===== config.mk =====
export PLATFORM = sky130hd
export DESIGN_NAME = ucode_sequencer
export DESIGN_NICKNAME = d
export VERILOG_FILES = /design/src/rtl/ucode_pkg.sv /design/src/rtl/ucode_lut.sv /design/src/rtl/ucode_next_sel.sv /design/src/rtl/ucode_state_reg.sv /design/src/rtl/ucode_sequencer.sv
export SDC_FILE = /design/constraint.sdc
export NUM_CORES = 1
export LEC_CHECK = 0
export BUFFER_PORTS_ARGS = -buffer_cell sky130_fd_sc_hd__buf_2
export CORE_MARGIN = 2
export CORE_UTILIZATION = 36
export DETAILED_ROUTE_END_ITERATION = 12
export GPL_TIMING_DRIVEN = 0
export PLACE_DENSITY = 0.85
export SYNTH_ARGS = -nofsm -noshare
export SYNTH_HDL_FRONTEND = slang
export SYNTH_SLANG_ARGS = --single-unit

===== constraint.sdc =====
create_clock -name clk_i -period 1.6 [get_ports clk_i]
set_input_delay 0 -clock clk_i [delete_from_list [all_inputs] [get_ports clk_i]]
set_output_delay 0 -clock clk_i [all_outputs]
set_load 0.05 [all_outputs]

===== src/rtl/ucode_pkg.sv =====
package ucode_pkg;

  localparam int STATE_W_D = 6;
  localparam int OP_W_D    = 4;
  localparam int CW_W_D    = 26;

  typedef enum logic [1:0] {
    SEL_MAIN = 2'b00,
    SEL_SEQ  = 2'b01,
    SEL_COND = 2'b10,
    SEL_BAD  = 2'b11
  } next_sel_e;

  // Demo microprogram: a linear walk with fetch dispatch at state 2.
  function automatic logic [(2**STATE_W_D)*CW_W_D-1:0] default_main_table();
    logic [(2**STATE_W_D)*CW_W_D-1:0] t;
    logic [CW_W_D-1:0] w;
    t = '0;
    for (int s = 0; s < 2**STATE_W_D; s++) begin
      w = '0;
      w[STATE_W_D-1:0] = STATE_W_D'((s + 1) % (2**STATE_W_D));
      if (s == 2) w[CW_W_D-2] = 1'b1;
      if (s == 40) w[CW_W_D-1] = 1'b1;
      t[s*CW_W_D +: CW_W_D] = w;
    end
    return t;
  endfunction

  function automatic logic [(2**OP_W_D)*STATE_W_D-1:0] default_seq_table();
    logic [(2**OP_W_D)*STATE_W_D-1:0] t;
    for (int k = 0; k < 2**OP_W_D; k++)
      t[k*STATE_W_D +: STATE_W_D] = STATE_W_D'(8 + 2*k);
    return t;
  endfunction

  function automatic logic [2*STATE_W_D-1:0] default_cond_table();
    return {STATE_W_D'(48), STATE_W_D'(0)};
  endfunction

endpackage


===== src/rtl/ucode_lut.sv =====
module ucode_lut #(
  parameter int DEPTH = 64,
  parameter int WIDTH = 26,
  parameter logic [DEPTH*WIDTH-1:0] TABLE = '0,
  localparam int IDX_W = (DEPTH > 1) ? $clog2(DEPTH) : 1
) (
  input  logic [IDX_W-1:0] idx_i,
  output logic [WIDTH-1:0] data_o
);

  logic [WIDTH-1:0] rom [DEPTH];

  for (genvar i = 0; i < DEPTH; i++) begin : g_entry
    assign rom[i] = TABLE[i*WIDTH +: WIDTH];
  end

  assign data_o = rom[idx_i];

endmodule


===== src/rtl/ucode_next_sel.sv =====
module ucode_next_sel
  import ucode_pkg::*;
#(
  parameter int STATE_W = 6
) (
  input  logic [STATE_W-1:0] cur_state_i,
  input  logic [STATE_W-1:0] main_next_i,
  input  logic [STATE_W-1:0] seq_next_i,
  input  logic [STATE_W-1:0] cond_next_i,
  input  logic               op_test_i,
  input  logic               chk_cmp_i,
  input  logic               step_mode_i,
  input  logic               step_i,
  output logic [STATE_W-1:0] next_state_o,
  output logic               advance_o,
  output logic               sel_err_o
);

  next_sel_e sel;

  assign sel       = next_sel_e'({chk_cmp_i, op_test_i});
  assign advance_o = !step_mode_i || step_i;
  assign sel_err_o = (sel == SEL_BAD);

  always_comb begin
    unique case (sel)
      SEL_MAIN: next_state_o = main_next_i;
      SEL_SEQ:  next_state_o = seq_next_i;
      SEL_COND: next_state_o = cond_next_i;
      default:  next_state_o = cur_state_i;  // illegal select: hold
    endcase
  end

endmodule


===== src/rtl/ucode_state_reg.sv =====
module ucode_state_reg #(
  parameter int STATE_W = 6
) (
  input  logic               clk_i,
  input  logic               rst_ni,
  input  logic               en_i,
  input  logic [STATE_W-1:0] d_i,
  output logic [STATE_W-1:0] q_o
);

  always_ff @(posedge clk_i or negedge rst_ni) begin
    if (!rst_ni)   q_o <= '0;
    else if (en_i) q_o <= d_i;
  end

  // reset forces the first fetch microstate
  always @(posedge clk_i) begin
    if (!rst_ni) begin
      p_reset_zero_r1: assert (q_o == '0)
        else $error("state not zero under reset");
    end
  end

endmodule


===== src/rtl/ucode_sequencer.sv =====
module ucode_sequencer
  import ucode_pkg::*;
#(
  parameter int STATE_W = STATE_W_D,
  parameter int OP_W    = OP_W_D,
  parameter int CW_W    = CW_W_D,
  parameter logic [(2**STATE_W)*CW_W-1:0]   MAIN_TABLE = default_main_table(),
  parameter logic [(2**OP_W)*STATE_W-1:0]   SEQ_TABLE  = default_seq_table(),
  parameter logic [2*STATE_W-1:0]           COND_TABLE = default_cond_table()
) (
  input  logic               clk_i,
  input  logic               rst_ni,
  input  logic               step_mode_i,
  input  logic               step_i,
  input  logic [OP_W-1:0]    opcode_i,
  input  logic               cmp_i,
  output logic [STATE_W-1:0] state_o,
  output logic [CW_W-1:0]    ctrl_o,
  output logic               sel_err_o
);

  localparam int N_STATES   = 2**STATE_W;
  localparam int N_OPS      = 2**OP_W;
  localparam int BIT_OPTEST = CW_W - 2;
  localparam int BIT_CHKCMP = CW_W - 1;

  logic [STATE_W-1:0] state_q;
  logic [STATE_W-1:0] seq_next;
  logic [STATE_W-1:0] cond_next;
  logic [STATE_W-1:0] next_state;
  logic               advance;

  ucode_lut #(.DEPTH(N_STATES), .WIDTH(CW_W), .TABLE(MAIN_TABLE)) u_main (
    .idx_i (state_q),
    .data_o(ctrl_o)
  );

  ucode_lut #(.DEPTH(N_OPS), .WIDTH(STATE_W), .TABLE(SEQ_TABLE)) u_seq (
    .idx_i (opcode_i),
    .data_o(seq_next)
  );

  ucode_lut #(.DEPTH(2), .WIDTH(STATE_W), .TABLE(COND_TABLE)) u_cond (
    .idx_i (cmp_i),
    .data_o(cond_next)
  );

  ucode_next_sel #(.STATE_W(STATE_W)) u_sel (
    .cur_state_i (state_q),
    .main_next_i (ctrl_o[STATE_W-1:0]),
    .seq_next_i  (seq_next),
    .cond_next_i (cond_next),
    .op_test_i   (ctrl_o[BIT_OPTEST]),
    .chk_cmp_i   (ctrl_o[BIT_CHKCMP]),
    .step_mode_i (step_mode_i),
    .step_i      (step_i),
    .next_state_o(next_state),
    .advance_o   (advance),
    .sel_err_o   (sel_err_o)
  );

  ucode_state_reg #(.STATE_W(STATE_W)) u_state (
    .clk_i (clk_i),
    .rst_ni(rst_ni),
    .en_i  (advance),
    .d_i   (next_state),
    .q_o   (state_q)
  );

  assign state_o = state_q;

  // successor field path
  p_main_path_r3: assert property (@(posedge clk_i) disable iff (!rst_ni)
    (advance && !ctrl_o[BIT_OPTEST] && !ctrl_o[BIT_CHKCMP])
      |=> state_q == $past(ctrl_o[STATE_W-1:0]));

  // opcode dispatch path
  p_dispatch_path_r4: assert property (@(posedge clk_i) disable iff (!rst_ni)
    (advance && ctrl_o[BIT_OPTEST] && !ctrl_o[BIT_CHKCMP])
      |=> state_q == $past(seq_next));

  // branch path
  p_branch_path_r5: assert property (@(posedge clk_i) disable iff (!rst_ni)
    (advance && !ctrl_o[BIT_OPTEST] && ctrl_o[BIT_CHKCMP])
      |=> state_q == $past(cond_next));

  // illegal select holds the microstate
  p_bad_sel_hold_r6: assert property (@(posedge clk_i) disable iff (!rst_ni)
    sel_err_o |=> $stable(state_q));

  // no step pulse, no movement
  p_step_hold_r7: assert property (@(posedge clk_i) disable iff (!rst_ni)
    (step_mode_i && !step_i) |=> $stable(state_q));

endmodule


== Word level (Yosys, flattened, before mapping) ==
Memory sizes are Yosys's and may differ from the RTL's.
Cells that the tools add are included.

* Memory bits (writable): 0
* Latch bits: 0
* Word-level logic and storage cells: 25
* ROM bits: 1760
* Register bits: 6
* Memories kept: 2
* Output and inout bits: 33

{| class="wikitable"
|+ Memory list
! name !! words !! bits a word !! read ports !! clocked after Yosys merged registers in !! write ports !! RTL line !! RTL
|-
| (no name shown) || 64 || 26 || 1 || 0 || 0 || ucode_lut.sv:17 || <nowiki>assign data_o = rom[idx_i];</nowiki>
|-
| (no name shown) || 16 || 6 || 1 || 0 || 0 || ucode_lut.sv:17 ||
|}

* Equal/unequal tests: 3
* Div/mod/pow operators: 0
* $add $sub $neg: 0
* Multiply operators: 0
* Muxes and demuxes: 8
* Magnitude comparators: 3
* Shift-type cells: 0
* Reduce and logical (&&, ||, !) cells: 5
* Bitwise operators: 3

{| class="wikitable"
|+ Operator list
! cell !! count
|-
| two-way mux 26 bit || 2
|-
| two-way mux 6 bit || 5
|-
| one-hot mux 6 bit (3 select lines) || 1
|-
| greater-or-equal comparator 7 bit (second input constant) || 1
|-
| NOT 6 -> 7 bit || 1
|-
| greater-or-equal comparator 5 bit (second input constant) || 1
|-
| NOT 4 -> 5 bit || 1
|-
| == test 2 bit (second input constant) || 2
|-
| nonzero test 3 bit || 1
|-
| == test 2 x 1 -> 1 bit (second input constant) || 1
|-
| greater-or-equal comparator 2 bit (second input constant) || 1
|-
| zero test 2 bit || 1
|-
| NOT 1 -> 2 bit || 1
|-
| AND reduction 2 bit || 1
|-
| zero test 1 bit || 1
|-
| logical OR 1 bit || 1
|}

== Depth between registers and ports, before layout ==
* Depth after elaboration: 7
* Depth in mapped cells: 7
* Mapped depth without buffers: 6

== Hierarchy ==
A second synthesis with hierarchy kept.

* Cells, all modules: 79
* Area total of the unflattened synthesis: 820.8 um^2

{| class="wikitable"
|+ Modules (own cells, without submodules)
! module !! area each (um^2) !! cells an instance !! times used
|-
| ucode_lut (u_main) || 306.5 || 43 || 1
|-
| ucode_state_reg || 251.5 || 13 || 1
|-
| ucode_next_sel || 171.4 || 10 || 1
|-
| ucode_lut (u_cond) || 48.8 || 7 || 1
|-
| ucode_lut (u_seq) || 42.5 || 6 || 1
|}

== Worst setup path after synthesis ==
Ideal clock, no wire load.

* Kind: reg-to-reg
* From: register u_state.q_o[1]
* To: register u_state.q_o[5]
* Path slack: -0.750 ns
* Period minus slack after synthesis: 2.350 ns
* Data arrival time: 2.271 ns
* Cell stages (with the launch flop): 6
* Cells stage by stage: dfrtp_1 > ha_1 > a41oi_1 > a31oi_1 > a221oi_2 > a21oi_1

{| class="wikitable"
|+ RTL lines
! element !! RTL line !! RTL
|-
| start: declaration || ucode_state_reg.sv:8 || <nowiki>output logic [STATE_W-1:0] q_o</nowiki>
|-
| start signal: assignment || ucode_state_reg.sv:13 || <nowiki>else if (en_i) q_o <= d_i;</nowiki>
|-
| NOT 6 -> 7 bit (not written as such) || ucode_lut.sv:17 ||
|-
| memory read (64 x 26 bit) || -- ||
|-
| two-way mux 26 bit (not written as such) (2 in series) || ucode_lut.sv:17 ||
|-
| via ctrl_o[5] || ucode_sequencer.sv:18 || <nowiki>output logic [CW_W-1:0] ctrl_o,</nowiki>
|-
| one-hot mux 6 bit (3 select lines) || ucode_next_sel.sv:26 || <nowiki>unique case (sel)</nowiki>
|}

The timed path passes the listed nets, and every way through them passes these cells. The select of a mux whose other input is x is not followed.
A chain may end at the register's enable or synchronous reset.

== Worst setup path after layout ==
* From: register u_state.q_o[0]
* To: output ctrl_o[24]

* Longest elaborated chain between the ends: 4

{| class="wikitable"
|+ Ends and longest elaborated chain
! element !! RTL line
|-
| NOT 6 -> 7 bit (not written as such) || ucode_lut.sv:17
|-
| memory read (64 x 26 bit) || --
|-
| two-way mux 26 bit (not written as such) (2 in series) || ucode_lut.sv:17
|-
| end: declaration || ucode_sequencer.sv:18
|}

Every way passes these cells. The select of a mux whose other input is x is not followed.

==> results.sh <==
export IMPL_timing_hold_ws_ps=83.5
export IMPL_instances_no_fill=146
export IMPL_syn_inst=76
export IMPL_crit_path_end_kind="output port"
export IMPL_detailed_place_area_um2=926
export IMPL_die_area_um2=2080
export IMPL_avgViaCountPerCell=4.41
export IMPL_ios=42
export IMPL_numCtsBuffers=3
export IMPL_routed_wl_um=1560
export IMPL_place_inst=133
export IMPL_min_from="step_mode_i"
export IMPL_synth_warnings=0
export IMPL_async_flop_share_pct=100
export IMPL_final_antenna_net_count=0
export IMPL_hpwl_um=1110
export IMPL_drt_initial_drc_count=6
export IMPL_gp_congestion=0.759
export IMPL_wl_per_cell_um=10.7
export IMPL_antenna_found_initial=0
export IMPL_ys_ff_latch=6
export IMPL_swShare_pct=58.5
export IMPL_syn2layout_area_growth_pct=79.9
export IMPL_p_seq_share_pct=16.8
export IMPL_top_register="u_state.q_o"
export IMPL_die_w_um=45.6
export IMPL_final_common_cell="buf_4"
export IMPL_core_area_um2=1670
export IMPL_maxCapViolations=0
export IMPL_final_util_pct=67.1
export IMPL_r2r_slack_ps=30
export IMPL_syn_avg_cell_area_um2=8.20
export IMPL_r2r_start="u_state.q_o[0]"
export IMPL_hold_end="u_state.q_o[5]"
export IMPL_syn_area_um2=623
export IMPL_finalMaxSlewViolations=0
export IMPL_worst_skew_pair_late_latency_ps=240
export IMPL_leakagePower_nw=0.573
export IMPL_rows=15
export IMPL_setup_violations=0
export IMPL_clock_path_buffers=2
export IMPL_clock_sinks=6
export IMPL_setup_tns_final_ps=0
export IMPL_overflow=0
export IMPL_critical_path_max_fanout=5
export IMPL_fin_area_um2=1120
export IMPL_worstSetupPathType="reg -> out"
export IMPL_start_kind="flip-flop"
export IMPL_power_density_nw_per_um2=2130
export IMPL_drive_above_1_share_pct=62.8
export IMPL_insertedDiodeCount=0
export IMPL_r2r_cells=7
export IMPL_reg_top3="u_state.q_o (6)"
export IMPL_io_buffers=22
export IMPL_seq_area_um2=159
export IMPL_cts_tree="done"
export IMPL_fin_crit_sh_pct=99.8
export IMPL_clockPowerShare_pct=6.4
export IMPL_hold_viol_final=0
export IMPL_ys_types=23
export IMPL_cp_required_ps=1600
export IMPL_grt_usage_pct=16.7
export IMPL_power_frac_comb_pct=76.7
export IMPL_h_tree_depth=1
export IMPL_rsz0062_at_grt="yes"
export IMPL_skew_ps=3.17
export IMPL_fillers=120
export IMPL_via_count=644
export IMPL_hold_class="in -> reg"
export IMPL_start_util_pct=37.3
export IMPL_run_status="finished, final reports clean"
export IMPL_cts_root_buffer="clkbuf_4"
export IMPL_hold_depth=4
export IMPL_clk_pin_slew_ps=50
export IMPL_layout_min_cycle_time_ps=1600
export IMPL_fmax_mhz=627
export IMPL_grt_max_degree=11
export IMPL_max_vdd_ir_drop_uv=1070
export IMPL_drc=0
export IMPL_finalNetCount=144
export IMPL_grt_pass1_wl_um=2420
export IMPL_synth_seq_area_share_pct=24.1
export IMPL_die_y_um=45.6
export IMPL_synth_main_ff_cell="dfrtp_1"
export IMPL_synth_edf_count=0
export IMPL_reg2reg_to="u_state.q_o[1]"
export IMPL_largest_reg_flops=6
export IMPL_first_global_vias=559
export IMPL_critical_path_arrival_ps=1600
export IMPL_final_cell_mix="29 x buf_4, 19 x conb_1, 18 x buf_2, 6 x a21oi_1, 5 x nor2_1"
export IMPL_multiInputGateArea_um2=484
export IMPL_p_sw_mw=1.40
export IMPL_power_internal_uw=988
export IMPL_firstDrtPassIters=2
[cells by family (layout without fill, tap and decap cells)]
kind of cell,count (synthesis),in the layout,synth area share (%)
buf+inv,30,65,32.1
compound gates,17,17,17.9
simple gates,16,16,13.7
flops,6,6,24.1
fa+ha+maj,5,5,10.0
other cells,1,19,0.602
mux,1,1,1.61
[per-layer routing]
layer / up-vias / GRT usage (%) / routed length, µm
li1: 329 / - / -
met1: 287 / 17.6 / 579
met2: 24 / 31.3 / 869
met3: 4 / 3.57 / 98
met4: 0 / 7.06 / 13
met5: - / 0 / 0
[power groups by stage]
stage / registers, mW / logic (mW) / clock network (mW)
2_1_floorplan: 0.612 / 1.04 / 0
3_3_place_gp: 0.382 / 1.52 / 0
3_5_place_dp: 0.392 / 1.54 / 0
4_1_cts: 0.385 / 1.75 / 0.161
5_1_grt: 0.420 / 1.92 / 0.173
6_report: 0.401 / 1.83 / 0.153
[critical path, cell delays in order, from the launching register on]
cell and delay, ps:
dfrtp_4 510, inv_4 90, ha_4 120, nor3b_4 200
and2_4 210, buf_6 100, buf_8 130
[cells in the mapped netlist, types with 2 or more instances]
master / number / share of area (%)
clkbuf_1: 2 / 1.2
and3_1: 2 / 2.0
o21ai_1: 2 / 1.6
a22oi_1: 3 / 3.6
a31oi_1: 2 / 2.0
nor2_1: 7 / 4.2
and2_1: 2 / 2.0
buf_4: 21 / 25
a21oi_1: 7 / 5.6
dfrtp_1: 6 / 24
and3_2: 2 / 2.4
ha_1: 5 / 10
inv_1: 5 / 3.0
[area by class of cell]
| cell class | count | share of cell area [%] |
|---|---|---|
| multi-input cells | 58 | 43.2 |
| flip-flops and latches | 6 | 14.2 |
| clock buffers | 4 | 2.34 |
| repair buffers | 32 | 20.8 |
| well taps | 17 | 1.90 |
| plain buffers | 24 | 15.7 |
| inverters | 5 | 1.90 |
[worst max path at each step]
stage / startpoint / to / slack [ps] / cells past startpoint
floorplan: u_state.q_o[0] / u_state.q_o[5] / -20 / 7
global placement: u_state.q_o[0] / u_state.q_o[5] / -90 / 6
detailed placement: u_state.q_o[0] / u_state.q_o[5] / -120 / 6
CTS: u_state.q_o[0] / ctrl_o[24] / -30 / 7
global route: u_state.q_o[0] / ctrl_o[24] / -70 / 6
finish: u_state.q_o[0] / ctrl_o[24] / 4 / 6
[per-stage QoR]
stage          power, mW  worst slack, ps
4_1_cts             2.29            -31.3
6_report            2.38             3.95
3_3_place_gp        1.90            -88.2
5_1_grt             2.52            -67.9
2_1_floorplan       1.66            -21.3
3_5_place_dp        1.94             -116
[what timing repair did]
action                                 in CTS  in global routing
cloned                                      0                  0
setup endpoints to repair                   6                 10
hold buffers                                1                  0
buffers inserted                            8                  1
pin swaps                                   3                  4
gates resized for setup                    13                  8
endpoints found under the hold margin       6                  0
Note: power is estimated with default switching activity, not from simulation.
